===== src/rtl/spi_eng_pkg.sv =====
package spi_eng_pkg;

    typedef enum logic [3:0] {
        S_HDR,
        S_CHECK,
        S_FETCH,
        S_COMMIT,
        S_RESP,
        S_DRAIN,
        S_PAYLOAD,
        S_PAYCHK,
        S_HOLD
    } eng_state_e;

    typedef enum logic [1:0] {
        K_READ,
        K_SWRITE,
        K_LSTART,
        K_NONE
    } req_kind_e;

    localparam logic [7:0] TYP_READ_A = 8'hC0;
    localparam logic [7:0] TYP_READ_B = 8'hC1;
    localparam logic [7:0] TYP_SWRITE = 8'hC2;
    localparam logic [7:0] TYP_LSTART = 8'hC3;

    localparam logic [7:0] RES_OK      = 8'hA0;
    localparam logic [7:0] RES_CRC     = 8'hA1;
    localparam logic [7:0] RES_TYPE    = 8'hA2;
    localparam logic [7:0] RES_REG     = 8'hA3;
    localparam logic [7:0] RES_LEN     = 8'hA4;

    localparam logic [7:0] FILL_BYTE   = 8'hFF;

endpackage


===== src/rtl/eng_crc8.sv =====
module eng_crc8 #(
    parameter logic [7:0] POLY = 8'h07
) (
    input  logic [7:0] crc_in,
    input  logic [7:0] data_in,
    output logic [7:0] crc_out
);
    logic [7:0] stage [0:8];

    assign stage[0] = crc_in ^ data_in;

    genvar b;
    generate
        for (b = 0; b < 8; b++) begin : g_bit
            assign stage[b+1] = stage[b][7] ? ({stage[b][6:0], 1'b0} ^ POLY)
                                            : {stage[b][6:0], 1'b0};
        end
    endgenerate

    assign crc_out = stage[8];
endmodule


===== src/rtl/eng_byte_buf.sv =====
module eng_byte_buf #(
    parameter int DEPTH = 16,
    localparam int ADDR_W = $clog2(DEPTH)
) (
    input  logic              clk,
    input  logic              we,
    input  logic [ADDR_W-1:0] waddr,
    input  logic [7:0]        wdata,
    input  logic [ADDR_W-1:0] raddr,
    output logic [7:0]        rdata
);
    logic [7:0] mem [DEPTH];

    always_ff @(posedge clk) begin
        if (we) begin
            mem[waddr] <= wdata;
        end
    end

    assign rdata = mem[raddr];
endmodule


===== src/rtl/eng_decode.sv =====
module eng_decode
    import spi_eng_pkg::*;
#(
    parameter int MAX_PAYLOAD = 16
) (
    input  logic [7:0] req_type,
    input  logic [7:0] req_arg,
    input  logic       crc_ok,
    input  logic       reg_ok,
    input  logic [7:0] reg_max_len,
    output req_kind_e  kind,
    output logic [7:0] result
);
    localparam logic [7:0] MAX_B = 8'(MAX_PAYLOAD);

    logic len_bad;

    always_comb begin
        unique case (req_type)
            TYP_READ_A, TYP_READ_B: kind = K_READ;
            TYP_SWRITE:             kind = K_SWRITE;
            TYP_LSTART:             kind = K_LSTART;
            default:                kind = K_NONE;
        endcase
    end

    assign len_bad = (kind == K_READ || kind == K_LSTART) &&
                     (req_arg == 8'd0 || req_arg > reg_max_len || req_arg > MAX_B);

    always_comb begin
        if (!crc_ok) begin
            result = RES_CRC;
        end else if (kind == K_NONE) begin
            result = RES_TYPE;
        end else if (!reg_ok) begin
            result = RES_REG;
        end else if (len_bad) begin
            result = RES_LEN;
        end else begin
            result = RES_OK;
        end
    end
endmodule


===== src/rtl/spi_req_engine.sv =====
module spi_req_engine
    import spi_eng_pkg::*;
#(
    parameter int         MAX_PAYLOAD = 16,
    parameter logic [7:0] CRC_POLY    = 8'h07,
    localparam int        OFS_W       = $clog2(MAX_PAYLOAD),
    localparam int        IDX_W       = $clog2(MAX_PAYLOAD + 3)
) (
    input  logic             clk,
    input  logic             rst_n,
    input  logic             cs_n,
    input  logic             rx_valid,
    input  logic [7:0]       rx_byte,
    input  logic             tx_load,
    output logic [7:0]       tx_byte,
    output logic [7:0]       reg_addr,
    output logic [OFS_W-1:0] reg_offset,
    output logic             reg_rd_en,
    input  logic [7:0]       reg_rdata,
    output logic             reg_wr_en,
    output logic [7:0]       reg_wdata,
    input  logic             reg_ok,
    input  logic [7:0]       reg_max_len
);
    eng_state_e        state, nxt;

    logic [1:0]        hdr_cnt;
    logic [7:0]        hdr_type, hdr_reg, hdr_arg;
    logic              crc_ok;
    logic [7:0]        rx_crc, rx_crc_nxt;
    logic [7:0]        rsp_crc, rsp_crc_nxt;
    logic [7:0]        result;
    logic [IDX_W-1:0]  cur_len;
    logic [IDX_W-1:0]  idx;
    logic [IDX_W-1:0]  rsp_total;
    logic              armed;

    req_kind_e         dec_kind;
    logic [7:0]        dec_result;

    logic              buf_we;
    logic [OFS_W-1:0]  buf_waddr, buf_raddr;
    logic [7:0]        buf_wdata, buf_rdata;

    // CRC over received bytes (header, then payload)
    eng_crc8 #(.POLY(CRC_POLY)) u_rx_crc (
        .crc_in  (rx_crc),
        .data_in (rx_byte),
        .crc_out (rx_crc_nxt)
    );

    // CRC over transmitted reply bytes
    eng_crc8 #(.POLY(CRC_POLY)) u_tx_crc (
        .crc_in  (rsp_crc),
        .data_in (tx_byte),
        .crc_out (rsp_crc_nxt)
    );

    eng_decode #(.MAX_PAYLOAD(MAX_PAYLOAD)) u_decode (
        .req_type    (hdr_type),
        .req_arg     (hdr_arg),
        .crc_ok      (crc_ok),
        .reg_ok      (reg_ok),
        .reg_max_len (reg_max_len),
        .kind        (dec_kind),
        .result      (dec_result)
    );

    eng_byte_buf #(.DEPTH(MAX_PAYLOAD)) u_buf (
        .clk   (clk),
        .we    (buf_we),
        .waddr (buf_waddr),
        .wdata (buf_wdata),
        .raddr (buf_raddr),
        .rdata (buf_rdata)
    );

    // Next-state logic
    always_comb begin
        nxt = state;
        if (cs_n) begin
            nxt = S_HDR;
        end else begin
            unique case (state)
                S_HDR: begin
                    if (rx_valid && hdr_cnt == 2'd3) nxt = S_CHECK;
                end
                S_CHECK: begin
                    if (dec_result != RES_OK)      nxt = S_RESP;
                    else if (dec_kind == K_READ)   nxt = S_FETCH;
                    else if (dec_kind == K_SWRITE) nxt = S_COMMIT;
                    else                           nxt = S_RESP;
                end
                S_FETCH: begin
                    if (idx == cur_len) nxt = S_RESP;
                end
                S_COMMIT: begin
                    if (idx == cur_len - 1'b1) nxt = S_RESP;
                end
                S_RESP: begin
                    if (tx_load && idx == rsp_total - 1'b1) begin
                        nxt = armed ? S_DRAIN : S_HOLD;
                    end
                end
                S_DRAIN: begin
                    if (rx_valid) nxt = S_PAYLOAD;
                end
                S_PAYLOAD: begin
                    if (rx_valid && idx == cur_len) nxt = S_PAYCHK;
                end
                S_PAYCHK: begin
                    nxt = crc_ok ? S_COMMIT : S_RESP;
                end
                S_HOLD: begin
                    nxt = S_HOLD;
                end
                default: nxt = S_HDR;
            endcase
        end
    end

    // State register
    always_ff @(posedge clk or negedge rst_n) begin
        if (!rst_n) begin
            state <= S_HDR;
        end else begin
            state <= nxt;
        end
    end

    // Datapath registers
    always_ff @(posedge clk or negedge rst_n) begin
        if (!rst_n) begin
            hdr_cnt   <= '0;
            hdr_type  <= '0;
            hdr_reg   <= '0;
            hdr_arg   <= '0;
            crc_ok    <= 1'b0;
            rx_crc    <= '0;
            rsp_crc   <= '0;
            result    <= RES_OK;
            cur_len   <= '0;
            idx       <= '0;
            rsp_total <= IDX_W'(2);
            armed     <= 1'b0;
        end else if (cs_n) begin
            hdr_cnt   <= '0;
            rx_crc    <= '0;
            rsp_crc   <= '0;
            idx       <= '0;
            armed     <= 1'b0;
        end else begin
            if (state != S_RESP) begin
                rsp_crc <= '0;
            end
            unique case (state)
                S_HDR: begin
                    if (rx_valid) begin
                        unique case (hdr_cnt)
                            2'd0: hdr_type <= rx_byte;
                            2'd1: hdr_reg  <= rx_byte;
                            2'd2: hdr_arg  <= rx_byte;
                            default: crc_ok <= (rx_byte == rx_crc);
                        endcase
                        if (hdr_cnt != 2'd3) begin
                            rx_crc <= rx_crc_nxt;
                        end
                        hdr_cnt <= hdr_cnt + 1'b1;
                    end
                end
                S_CHECK: begin
                    result    <= dec_result;
                    rsp_total <= IDX_W'(2);
                    idx       <= '0;
                    cur_len   <= (dec_kind == K_SWRITE) ? IDX_W'(1) : IDX_W'(hdr_arg);
                    armed     <= (dec_kind == K_LSTART) && (dec_result == RES_OK);
                end
                S_FETCH: begin
                    if (idx == cur_len) begin
                        idx       <= '0;
                        rsp_total <= cur_len + IDX_W'(2);
                    end else begin
                        idx <= idx + 1'b1;
                    end
                end
                S_COMMIT: begin
                    idx <= (idx == cur_len - 1'b1) ? '0 : idx + 1'b1;
                end
                S_RESP: begin
                    if (tx_load) begin
                        rsp_crc <= rsp_crc_nxt;
                        idx     <= idx + 1'b1;
                    end
                end
                S_DRAIN: begin
                    rx_crc <= '0;
                    idx    <= '0;
                end
                S_PAYLOAD: begin
                    if (rx_valid) begin
                        if (idx == cur_len) begin
                            crc_ok <= (rx_byte == rx_crc);
                        end else begin
                            rx_crc <= rx_crc_nxt;
                            idx    <= idx + 1'b1;
                        end
                    end
                end
                S_PAYCHK: begin
                    armed     <= 1'b0;
                    idx       <= '0;
                    rsp_total <= IDX_W'(2);
                    result    <= crc_ok ? RES_OK : RES_CRC;
                end
                S_HOLD: begin
                    idx <= '0;
                end
                default: begin
                    idx <= '0;
                end
            endcase
        end
    end

    // Outputs and buffer port steering
    always_comb begin
        tx_byte    = FILL_BYTE;
        reg_addr   = hdr_reg;
        reg_offset = OFS_W'(idx);
        reg_rd_en  = 1'b0;
        reg_wr_en  = 1'b0;
        reg_wdata  = buf_rdata;
        buf_we     = 1'b0;
        buf_waddr  = OFS_W'(idx);
        buf_wdata  = rx_byte;
        buf_raddr  = OFS_W'(idx);
        unique case (state)
            S_CHECK: begin
                buf_we    = (dec_kind == K_SWRITE) && (dec_result == RES_OK);
                buf_waddr = '0;
                buf_wdata = hdr_arg;
            end
            S_FETCH: begin
                reg_rd_en = !cs_n && (idx != cur_len);
                buf_we    = (idx != '0);
                buf_waddr = OFS_W'(idx - 1'b1);
                buf_wdata = reg_rdata;
            end
            S_COMMIT: begin
                reg_wr_en = !cs_n;
            end
            S_RESP: begin
                buf_raddr = OFS_W'(idx - 1'b1);
                if (idx == '0)                    tx_byte = result;
                else if (idx == rsp_total - 1'b1) tx_byte = rsp_crc;
                else                              tx_byte = buf_rdata;
            end
            S_PAYLOAD: begin
                buf_we = rx_valid && (idx != cur_len);
            end
            S_HDR, S_DRAIN, S_PAYCHK, S_HOLD: begin
                tx_byte = FILL_BYTE;
            end
            default: begin
                tx_byte = FILL_BYTE;
            end
        endcase
    end
endmodule


===== config.mk =====
export PLATFORM = sky130hd
export DESIGN_NAME = spi_req_engine
export DESIGN_NICKNAME = d
export VERILOG_FILES = /design/src/rtl/spi_eng_pkg.sv /design/src/rtl/eng_crc8.sv /design/src/rtl/eng_byte_buf.sv /design/src/rtl/eng_decode.sv /design/src/rtl/spi_req_engine.sv
export SDC_FILE = /design/constraint.sdc
export NUM_CORES = 1
export LEC_CHECK = 0
export ABC_CLOCK_PERIOD_IN_PS = 3660
export BUFFER_PORTS_ARGS = -buffer_cell sky130_fd_sc_hd__buf_4
export CAP_MARGIN = 30
export CELL_PAD_IN_SITES_DETAIL_PLACEMENT = 1
export CELL_PAD_IN_SITES_GLOBAL_PLACEMENT = 1
export CORE_ASPECT_RATIO = 1.4
export CORE_UTILIZATION = 30
export CTS_BUF_LIST = sky130_fd_sc_hd__clkbuf_4 sky130_fd_sc_hd__clkbuf_8
export DETAILED_ROUTE_END_ITERATION = 8
export GPL_TIMING_DRIVEN = 0
export PLACE_DENSITY = 0.65
export SKIP_CTS_REPAIR_TIMING = 1
export SLEW_MARGIN = 10
export SYNTH_ARGS = -nofsm -noshare
export SYNTH_HDL_FRONTEND = slang
export SYNTH_HIERARCHICAL = 1
export SYNTH_SLANG_ARGS = --single-unit

===== constraint.sdc =====
create_clock -name clk -period 3.66 [get_ports clk]
set_input_delay 0.732 -clock clk [delete_from_list [all_inputs] [get_ports clk]]
set_output_delay 0.732 -clock clk [all_outputs]
set_load 0.005 [all_outputs]

==> results.md, run 1 <==
* PortBufs at 58
* Failing checks: negative setup slack
* IO Count at 60
* DRT Pass-1 Iters at 4
* M3 GR Usage at 2.370%
* CTS tree: yes
* Avg Inst Size Synth at 13.32 µm²
* Hpwl dp at 19,370 µm
* CP peak stage delay at 0.60 ns
* Internal power at 5.643 mW
* YS warnings at 6
* Crit. End Element: output pin
* Most frequent cells in the layout: edfxtp_1 (128), buf_4 (95), nand2_1 (73)
* Final net count at 951
* All-Layer GR Usage at between 10% and 20%
* Tmin final at between 4 and 5 ns
* NetSw at 3.314 mW
* CTS buffer count at 17
* Slew Limit Fails at 0
* Vias in the first global route at about 6,800
* FF+latch count, synth at 199
* CP startpoint kind: register
* Fin area at 0.01280 mm²
* Seq/Total Area, Yosys at 54.98%
* DR DRC count at 0
* Post-Place Worst Slack at -1.008 ns
* Clk Latency, worst-skew pair at 0.50 ns
* Tcrit/Tclk final at 117.0%
* FF-to-FF End: rsp_crc[2]
* P per Cell Area at approximately 700 mW/mm²
* Core area at 0.03341 mm²
* FF+latch area at between 0.005 and 0.006 mm²
* Actual slew at the worst max-slew pin at approximately 0.86 ns
* Reg2reg setup slack at -0.25 ns
* Critical path data arrival time at roughly 3.6 ns
* Routed wire length at about 28,000 µm
* Combinational Power Share at between 40 and 50%
* Routed len/inst at 20.32 µm
* Busiest grt layer: met2
* Leakage at about 4.8 nW
* Clock sinks at 199
* Max stage delay cell, worst path: mux4_1
* PnR worst setup slack at -0.6233 ns
* Reg-to-Reg Start: state[1]
* Fill cell count at 3,581
* Cell Area, Synth at 0.01023 mm²
* Async SR Flop Fraction at 35.68%
* Switching Fraction at 37.00%
* WS Path Type: register to output pin
* Final setup fails at 32
* Clk buf depth at 2
* Root Buffer: clkbuf_8
* Post-synthesis to final-layout area growth at 25.13%
* Fraction of power consumed by sequential logic at around 35%
* Total gr overflow at 0
* Commonest non-fill, non-tap cell in the layout: edfxtp_1
* Worst R2R Path Depth at 18
* Layout cell share with drive strength beyond 1 at between 30% and 40%
* Finished Core Util at a little under two fifths
* DR vias/cell at just under 5
* Met2 Use GR at 28.16%
* Footprint of the multi-input gates at 0.004715 mm²
* Drt first-iter violations at 346
* VDD IR max at roughly 0.33 mV
* Most used DFF post-synth: edfxtp_1
* CP most frequent cell: buf_4
* CP endpoint: tx_byte[0]
* Outcome: finished, violations left
* Max-cap viol count at 0
* CP max FO at 8
* Largest net degree at the start of global routing at 51
* Setup_tns at -7.661 ns
* Hold slack at ~0.13 ns
* Clk slew on worst S/H paths at 0.10 ns
* Clk_skew at ~0.021 ns
* Final Hold Fails at 0
* Initial antenna violation count at 1
* DR vias at between 6,000 and 7,000
* Critical path required time at 2.93 ns
* Synth cell types at between 70 and 80
* Hold Path Class: input port to async pin
* Crit. Startpoint: state[1]
* Clk pwr share at 15.8%
* Starting density of the core at 30.62%
* DRT antenna net count at 0
* Crit-path cells: or2_4, nor2_4, buf_6, xnor2_4, buf_12, buf_4, mux4_1, a22oi_2, nand2_2, mux2_2, mux2i_1, nand2_1, buf_4
* Syn Inst Count at about 770
* Die Area at 0.03485 mm²
* Max frequency at 233.5 MHz
* First-pass GRT wire length at 40,360 µm
* Die width at 158.1 µm
* Met1 usage in global routing at 19.25%
* Rows at 79
* GPL Wtd Cong at about 0.8
* H-tree lvl count at 4
* RSZ-0062 raised after global routing: yes
* Post-synth EDFFs at 128
* Die Ht at 220.5 µm
* DP Area at 0.01133 mm²
* Slew Limit Headroom at between 40% and 50%
[cells by family after synthesis]
| family | Yosys count | share of synthesized area [%] |
|---|---|---|
| adder cells (fa/ha/maj) | 21 | 2.568 |
| other | 2 | 0.07341 |
| AO/OA/AOI/OAI | 103 | 7.547 |
| multiplexers | 99 | 14.58 |
| buffers and inverters | 76 | 4.110 |
| flip-flops | 199 | 54.98 |
| XOR/XNOR | 70 | 6.580 |
| AND/OR/NAND/NOR | 198 | 9.565 |
[per-stage QoR]
stage / instances / power, mW
2_1_floorplan: 771 / 5.513
3_3_place_gp: 1274 / 6.559
3_5_place_dp: 1277 / 6.647
4_1_cts: 1309 / 8.074
5_1_grt: 1359 / 9.467
6_report: 1359 / 8.957
[power by group through the flow]
| stage | clock network, mW | registers [mW] | logic, mW |
|---|---|---|---|
| 2_1_floorplan | 0 | 3.09 | 2.42 |
| 3_3_place_gp | 0 | 3.18 | 3.38 |
| 3_5_place_dp | 0 | 3.19 | 3.46 |
| 4_1_cts | 1.46 | 3.14 | 3.48 |
| 5_1_grt | 1.53 | 3.21 | 4.73 |
| 6_report | 1.41 | 3.17 | 4.37 |
[worst min-delay path by stage]
stage	from	endpoint	slack [ns]	cells past startpoint
2_1_floorplan	rst_n	armed	0.44	0
3_3_place_gp	result[4]	result[4]	0.49	1
3_5_place_dp	result[3]	result[3]	0.50	1
4_1_cts	rst_n	idx[3]	0.11	1
5_1_grt	rst_n	rsp_crc[5]	0.12	1
6_report	rst_n	rsp_crc[5]	0.13	1
[cell usage after synthesis, drive strengths merged, types with 2 or more instances]
master	n	area [µm²]
or3	6	37.54
a211oi	2	20.02
nor2b	6	37.54
and2	4	25.03
a21boi	3	22.52
clkbuf	8	31.28
nand2	82	307.8
mux2i	29	290.3
nand3	13	70.07
a31oi	4	25.02
dfrtp	68	1702
xnor2	46	455.4
o2111ai	2	17.52
a2111oi	2	23.77
nand3b	5	37.54
a21oi	17	115.1
and2b	2	16.27
dfstp	3	78.83
conb	2	7.510
ha	21	262.8
a22oi	24	180.2
nand4	6	37.54
a22o	5	43.79
o22ai	4	25.02
edfxtp	128	3844
or2	4	27.53
o22a	2	17.52
a41oi	2	17.52
mux2	38	427.9
a21o	5	37.54
nand2b	9	56.30
nor3b	2	15.01
o211ai	3	22.52
buf	29	224.0
o21ai	18	93.84
nor2	38	142.6
inv	36	135.1
mux4	32	773.2
clkdlybuf4s25	3	30.03
nor4	5	43.79
xor2	24	217.7
nor4bb	2	20.02
o41ai	2	17.52
nor3	8	40.04
[critical path, delay by kind of cell (launching register included)]
kind,cells,cell delay [ns]
AO/OA/AOI/OAI,1,0.25
multiplexers,3,1.00
XOR/XNOR,1,0.12
flip-flops,1,0.41
AND/OR/NAND/NOR,4,0.67
buffers and inverters,4,0.60
[final cells by class]
type / instances / share of cell area (%)
timing repair buffer: 114 / 8.220
tap: 445 / 4.350
inverter: 36 / 1.056
antenna: 1 / 0.01955
clock buffer: 19 / 1.945
buffer: 36 / 2.473
sequential: 199 / 44.01
multi-input combinational: 496 / 36.83
clock inverter: 13 / 1.095
[state kept, by name, indices dropped and copies added, names as in the netlist, 2 cells and up]
register,flops
cur_len,5
hdr_arg,8
hdr_cnt,2
hdr_type,8
idx,5
reg_addr,8
result,8
rsp_crc,8
rsp_total,5
rx_crc,8
state,4
u_buf/mem,128
[metal layers]
layer  share of wire, %  vias to the layer above
met5                  0                        -
met4                2.2                        0
met3                2.6                       32
met2                 53                      130
met1                 43                     3427
li1                   -                     3069
No activity file was read; power rests on OpenSTA's default activity.
==> run 2, diff against run 1 <==
--- a/config.mk
+++ b/config.mk
@@ -16,6 +16,7 @@
 export DETAILED_ROUTE_END_ITERATION = 8
 export GPL_TIMING_DRIVEN = 0
 export PLACE_DENSITY = 0.65
+export RECOVER_POWER = 100
 export SKIP_CTS_REPAIR_TIMING = 1
 export SLEW_MARGIN = 10
 export SYNTH_ARGS = -nofsm -noshare
==> run 2 against run 1 <==
Against the previous run: the run still ends with negative setup slack left; clock-buffer cell count stayed put; core utilization is 0.15 points lower; sequential cell count stayed put; die area stayed put; global-route usage stayed put; final area is 0.40% lower; critical endpoint unchanged; setup slack worse by 0.0080 ns; register-to-register slack worse by 0.02 ns; highest routed layer unchanged; critical path depth stayed put.
==> results.md, run 2 (synthesized netlist as in run 1, its figures left out) <==
* Non-Filler Instances at 1,359 (unchanged)
* Fraction of power consumed by sequential logic at 35.6% (+0.2 points)
* CP most frequent cell: buf_4
* IO Count at 60 (unchanged)
* CTS tree: yes
* Die width at 158.1 µm (unchanged)
* Largest net degree at the start of global routing at 51 (unchanged)
* Max-cap viol count at 0 (unchanged)
* P per Cell Area at 699.4 mW/mm² (about the same)
* Actual slew at the worst max-slew pin at 1.400 ns (+0.5380 ns)
* Clk Latency, worst-skew pair at 0.49 ns (about the same)
* Reg with most FFs: u_buf/mem
* Layout cell share with drive strength beyond 1 at 36.47% (-0.66 points)
* Crit-path cells: or2_4, nor2_4, buf_6, xnor2_4, buf_12, buf_4, mux4_1, a22oi_2, nand2_2, mux2_2, mux2i_1, nand2_1, buf_4
* Clk_skew at 0.02395 ns (+0.002779 ns)
* Vias in the first global route at 6,802 (unchanged)
* Initial antenna violation count at 1 (unchanged)
* Critical path required time at 2.93 ns (about the same)
* Tmin final at 4.291 ns (+0.007964 ns)
* Max stage delay cell, worst path: mux4_1
* Slew Limit Fails at 0 (unchanged)
* CTS buffer count at 17 (unchanged)
* NetSw at 3.300 mW (-0.43%)
* Slew Limit Headroom at 6.670% (-36 points)
* Outcome: finished, violations left
* DRT Pass-1 Iters at 4 (unchanged)
* Final net count at 951 (unchanged)
* Root Buffer: clkbuf_8
* H-tree lvl count at 4 (unchanged)
* RSZ-0062 raised after global routing: yes
* Final Hold Fails at 0 (unchanged)
* Hold Path Class: input port to async pin
* Most frequent cells in the layout: edfxtp_1 (128), buf_4 (81), nand2_1 (73)
* PortBufs at 58 (unchanged)
* Core area at 0.03341 mm² (unchanged)
* Routed len/inst at 20.27 µm (-0.26%)
* PnR worst setup slack at -0.6312 ns (-0.007964 ns)
* Max reg flops at 128 (unchanged)
* First-pass GRT wire length at 40,360 µm (unchanged)
* Die Ht at 220.5 µm (unchanged)
* Leakage at 4.721 nW (-0.71%)
* Setup_tns at -7.897 ns (-0.2362 ns)
* Commonest non-fill, non-tap cell in the layout: edfxtp_1
* DR vias at 6,661 (+0.045%)
* Clk pwr share at 15.8% (about the same)
* Clk slew on worst S/H paths at 0.10 ns (about the same)
* FF+latch area at 0.005634 mm² (unchanged)
* Post-synthesis to final-layout area growth at 24.63%
* DR DRC count at 0 (unchanged)
* Internal power at 5.617 mW (-0.46%)
* Critical path data arrival time at 3.56 ns (about the same)
* DR vias/cell at 4.901 (about the same)
* Hpwl dp at 19,370 µm (unchanged)
* Total gr overflow at 0 (unchanged)
* Die Area at 0.03485 mm² (unchanged)
* Starting density of the core at 30.62% (unchanged)
* Drt first-iter violations at 329 (-4.9%)
* Clock sinks at 199 (unchanged)
* Combinational Power Share at 48.6% (-0.2 points)
* Placed cells at 1,277 (unchanged)
* Finished Core Util at 38.16% (-0.15 points)
* Routed wire length at 27,540 µm (-0.26%)
* Final setup fails at 33 (+3.1%)
* DRT antenna net count at 0 (unchanged)
* Clk buf depth at 2 (unchanged)
* Worst path bufs/invs at 4 (unchanged)
* Tcrit/Tclk final at 117.2% (+0.22 points)
* Rows at 79 (unchanged)
* WS Path Type: register to output pin
* Final total power at 8.917 mW (-0.45%)
* Failing checks: negative setup slack
* CP startpoint kind: register
* VDD IR max at 0.3297 mV (about the same)
* CP top delay family: multiplexers
* Max frequency at 233.0 MHz (-0.19%)
* Footprint of the multi-input gates at 0.004708 mm² (-0.13%)
* All-Layer GR Usage at 15.94% (unchanged)
* GPL Wtd Cong at 0.8042 (unchanged)
* CP max FO at 8 (unchanged)
* Fill cell count at 3,588 (+0.20%)
* Switching Fraction at 37.01% (about the same)
* CP peak stage delay at 0.60 ns (about the same)
* Crit. End Element: output pin
run 2: path summary, 6_finish.rpt:
path                       startpoint    endpoint  slack, ns  cells past startpoint
setup reg to reg             state[1]  rsp_crc[2]      -0.27                     18
hold / removal                  rst_n  rsp_crc[5]       0.49                      1
setup / recovery             state[1]  tx_byte[0]      -0.63                     13
max in group asynchronous       rst_n  hdr_arg[5]       1.09                      2
min in group clk            result[3]   result[3]       0.51                      1
hold reg to reg             result[3]   result[3]       0.51                      1
run 2: power groups by stage:
stage / Clock, mW / Combinational, mW / Sequential (mW)
5_1_grt: 1.53 / 4.70 / 3.21
3_3_place_gp: 0 / 3.38 / 3.18
6_report: 1.41 / 4.34 / 3.17
3_5_place_dp: 0 / 3.46 / 3.19
2_1_floorplan: 0 / 2.42 / 3.09
4_1_cts: 1.46 / 3.48 / 3.14
run 2: layout make-up:
cell class,instances,share of cell area (%)
Sequential cell,199,44.19
Multi-Input combinational cell,496,36.93
Timing Repair Buffer,114,8.018
Tap cell,445,4.367
Buffer,36,2.365
Clock buffer,19,1.953
Clock inverter,13,1.099
Inverter,36,1.060
Antenna cell,1,0.01963
run 2: routing by layer:
| metal | routed length, µm | GRT usage [%] |
|---|---|---|
| met4 | 556 | 6.635 |
| met5 | 0 | 0 |
| met1 | 11630 | 19.25 |
| met2 | 14660 | 28.16 |
| met3 | 699 | 2.370 |
run 2: metrics by stage:
stage | setup slack [ns] | hold WS (ns) | area (µm²)
after floorplan | -0.1098 | 0.4364 | 10290
after global placement | -1.172 | 0.4893 | 11280
after detailed placement | -1.008 | 0.4993 | 11330
after CTS | -1.396 | 0.1115 | 11720
after global routing | -0.7983 | 0.5238 | 12750
final | -0.6312 | 0.4869 | 12750
==> run 3, diff against run 2 <==
--- a/config.mk
+++ b/config.mk
@@ -12,9 +12,9 @@
 export CELL_PAD_IN_SITES_GLOBAL_PLACEMENT = 1
 export CORE_ASPECT_RATIO = 1.4
 export CORE_UTILIZATION = 30
-export CTS_BUF_LIST = sky130_fd_sc_hd__clkbuf_4 sky130_fd_sc_hd__clkbuf_8
 export DETAILED_ROUTE_END_ITERATION = 8
 export GPL_TIMING_DRIVEN = 0
+export MAX_ROUTING_LAYER = met4
 export PLACE_DENSITY = 0.65
 export RECOVER_POWER = 100
 export SKIP_CTS_REPAIR_TIMING = 1
==> run 3 against run 2 <==
Against the previous run: the flow still finishes with violations (negative setup slack); setup slack better by 0.088 ns; largest power group unchanged; largest cell class unchanged; final cell count is 0.52% lower; clock power is 32% higher; core utilization is 0.32 points higher; register-to-register slack better by 0.03 ns; highest routed layer unchanged; maximum frequency is 2.1% higher; critical endpoint is now tx_byte[5]; die area stayed put; global-route usage is 0.45 points higher; first-iteration DRC count is 5.8% lower; via count is 1.1% lower; critical path type unchanged; power is 4.3% higher; final area is 0.84% higher.
==> results.md, run 3 (synthesized netlist as in run 1, its figures left out) <==
* Outcome: finished, violations left
* Failing checks: negative setup slack
* Max frequency at 237.9 MHz (+2.1%)
* Footprint of the multi-input gates at 0.004686 mm² (-0.48%)
* Clk slew on worst S/H paths at 0.07 ns (-0.03 ns)
* Starting density of the core at 30.62% (unchanged)
* Post-Place Worst Slack at -1.008 ns (unchanged)
* Max-cap viol count at 0 (unchanged)
* Clk_skew at 0.01720 ns (-0.006748 ns)
* IO Count at 60 (unchanged)
* Hold slack at 0.5069 ns (+0.02003 ns)
* GPL Wtd Cong at 0.8158 (+1.4%)
* Routed len/inst at 20.22 µm (-0.23%)
* H-tree lvl count at 4 (unchanged)
* DRT Pass-1 Iters at 5 (+1)
* DP Area at 0.01133 mm² (unchanged)
* Tcrit/Tclk final at 114.8% (-2.4 points)
* Reg with most FFs: u_buf/mem
* Slew Limit Headroom at 7.586% (+0.92 points)
* Final setup fails at 32 (-3.0%)
* Tmin final at 4.203 ns (-0.08783 ns)
* CTS buffer count at 17 (unchanged)
* RSZ-0062 raised after global routing: yes
* Actual slew at the worst max-slew pin at 1.386 ns (-0.01374 ns)
* Number of diodes at 0 (-1)
* Initial antenna violation count at 0 (-1)
* Max reg flops at 128 (unchanged)
* Final Hold Fails at 0 (unchanged)
* Total gr overflow at 0 (unchanged)
* Most frequent cells in the layout: edfxtp_1 (128), buf_4 (79), nand2_1 (73)
* Commonest non-fill, non-tap cell in the layout: edfxtp_1
* WS Path Type: register to output pin
* Rows at 79 (unchanged)
* Layout cell share with drive strength beyond 1 at 35.94% (-0.53 points)
* DR DRC count at 0 (unchanged)
* First-pass GRT wire length at 40,340 µm (about the same)
* DRT antenna net count at 0 (unchanged)
* Crit. Startpoint: state[1]
* DR vias/cell at 4.875 (-0.54%)
* FF+latch area at 0.005633 mm² (about the same)
* Final net count at 945 (-0.63%)
* Die Area at 0.03485 mm² (unchanged)
* Slew Limit Fails at 0 (unchanged)
* CP max FO at 8 (unchanged)
* Root Buffer: clkbuf_16
* Final total power at 9.297 mW (+4.3%)
* Fin area at 0.01286 mm² (+0.84%)
* Die Ht at 220.5 µm (unchanged)
* PnR worst setup slack at -0.5434 ns (+0.08783 ns)
* Post-synthesis to final-layout area growth at 25.68%
* PortBufs at 58 (unchanged)
* Vias in the first global route at 6,793 (-0.13%)
* CTS tree: yes
* Crit. End Element: output pin
* Hold Path Class: register to register
* Routed wire length at 27,340 µm (-0.75%)
* Clk buf depth at 2 (unchanged)
* Reg-to-Reg Start: state[1]
* Core area at 0.03341 mm² (unchanged)
* Critical path required time at 2.93 ns (about the same)
* Clock sinks at 199 (unchanged)
* Setup_tns at -6.805 ns (+1.092 ns)
* Die width at 158.1 µm (unchanged)
* Fill cell count at 3,579 (-0.25%)
* Largest net degree at the start of global routing at 51 (unchanged)
* CP startpoint kind: register
* Clk Latency, worst-skew pair at 0.45 ns (-0.04 ns)
* Leakage at 4.760 nW (+0.83%)
* DR vias at 6,591 (-1.1%)
* Hpwl dp at 19,370 µm (unchanged)
* All-Layer GR Usage at 16.39% (+0.45 points)
* Drt first-iter violations at 310 (-5.8%)
* P per Cell Area at 723.1 mW/mm² (+3.4%)
* VDD IR max at 0.3632 mV (+10%)
* Min-delay src: result[3]
* Critical path data arrival time at 3.47 ns (-0.09 ns)
==> run 3: changes by cell type in the layout (fill, tap and decap cells not counted), moves of 2 or more <==
cell,previous run,this run
clkbuf_16,3,20
clkbuf_8,17,0
buf_8,0,3
buf_6,29,21
buf_4,81,79
clkdlybuf4s25_2,0,3
mux4_2,29,31
mux4_1,3,1
==> run 3: stage by stage <==
step                      std cells  util, %
after floorplan                 771        -
after global placement         1274    33.76
after detailed placement       1277    33.91
after CTS                      1309    35.63
after global routing           1352    38.48
final                          1352    38.48
==> run 3: where the power goes <==
group          switching (mW)  internal (mW)  total, mW
combinational            2.13           2.14       4.27
clock                   0.896          0.960       1.86
sequential              0.308           2.86       3.17
==> run 3: routing by layer <==
metal / part of all wire (%) / vias to the layer above / global-route usage (%)
met1: 42 / 3358 / 19.12
met5: 0 / - / -
met3: 2.9 / 43 / 2.566
li1: - / 3053 / -
met4: 2.7 / 0 / 6.378
met2: 53 / 137 / 28.18
==> run 3: path summary, 6_finish.rpt <==
check	slack [ns]	to	cells after the start
min in group asynchronous	0.55	idx[4]	1
max in group asynchronous	1.03	hdr_arg[4]	2
setup reg to reg	-0.24	rsp_crc[6]	18
setup / recovery	-0.54	tx_byte[5]	13
hold reg to reg	0.51	result[3]	1
hold / removal	0.51	result[3]	1
==> run 3: critical path: stages (launching register included) <==
cell	delay (ns)
dfrtp_1	0.40
or2_4	0.31
nor2_4	0.14
buf_6	0.14
nand2_1	0.08
xnor2_2	0.22
and2b_1	0.21
clkdlybuf4s25_2	0.40
a22oi_2	0.27
nand2_2	0.15
mux2_2	0.29
mux2i_1	0.18
nand2_2	0.08
buf_4	0.14
==> run 3: final cells by class <==
type / count / area share [%]
buffer: 39 / 2.754
clock buffer: 19 / 3.367
multi-input combinational: 496 / 36.44
timing repair buffer: 105 / 7.153
inverter: 36 / 1.051
sequential: 199 / 43.81
clock inverter: 13 / 1.090
tap: 445 / 4.330
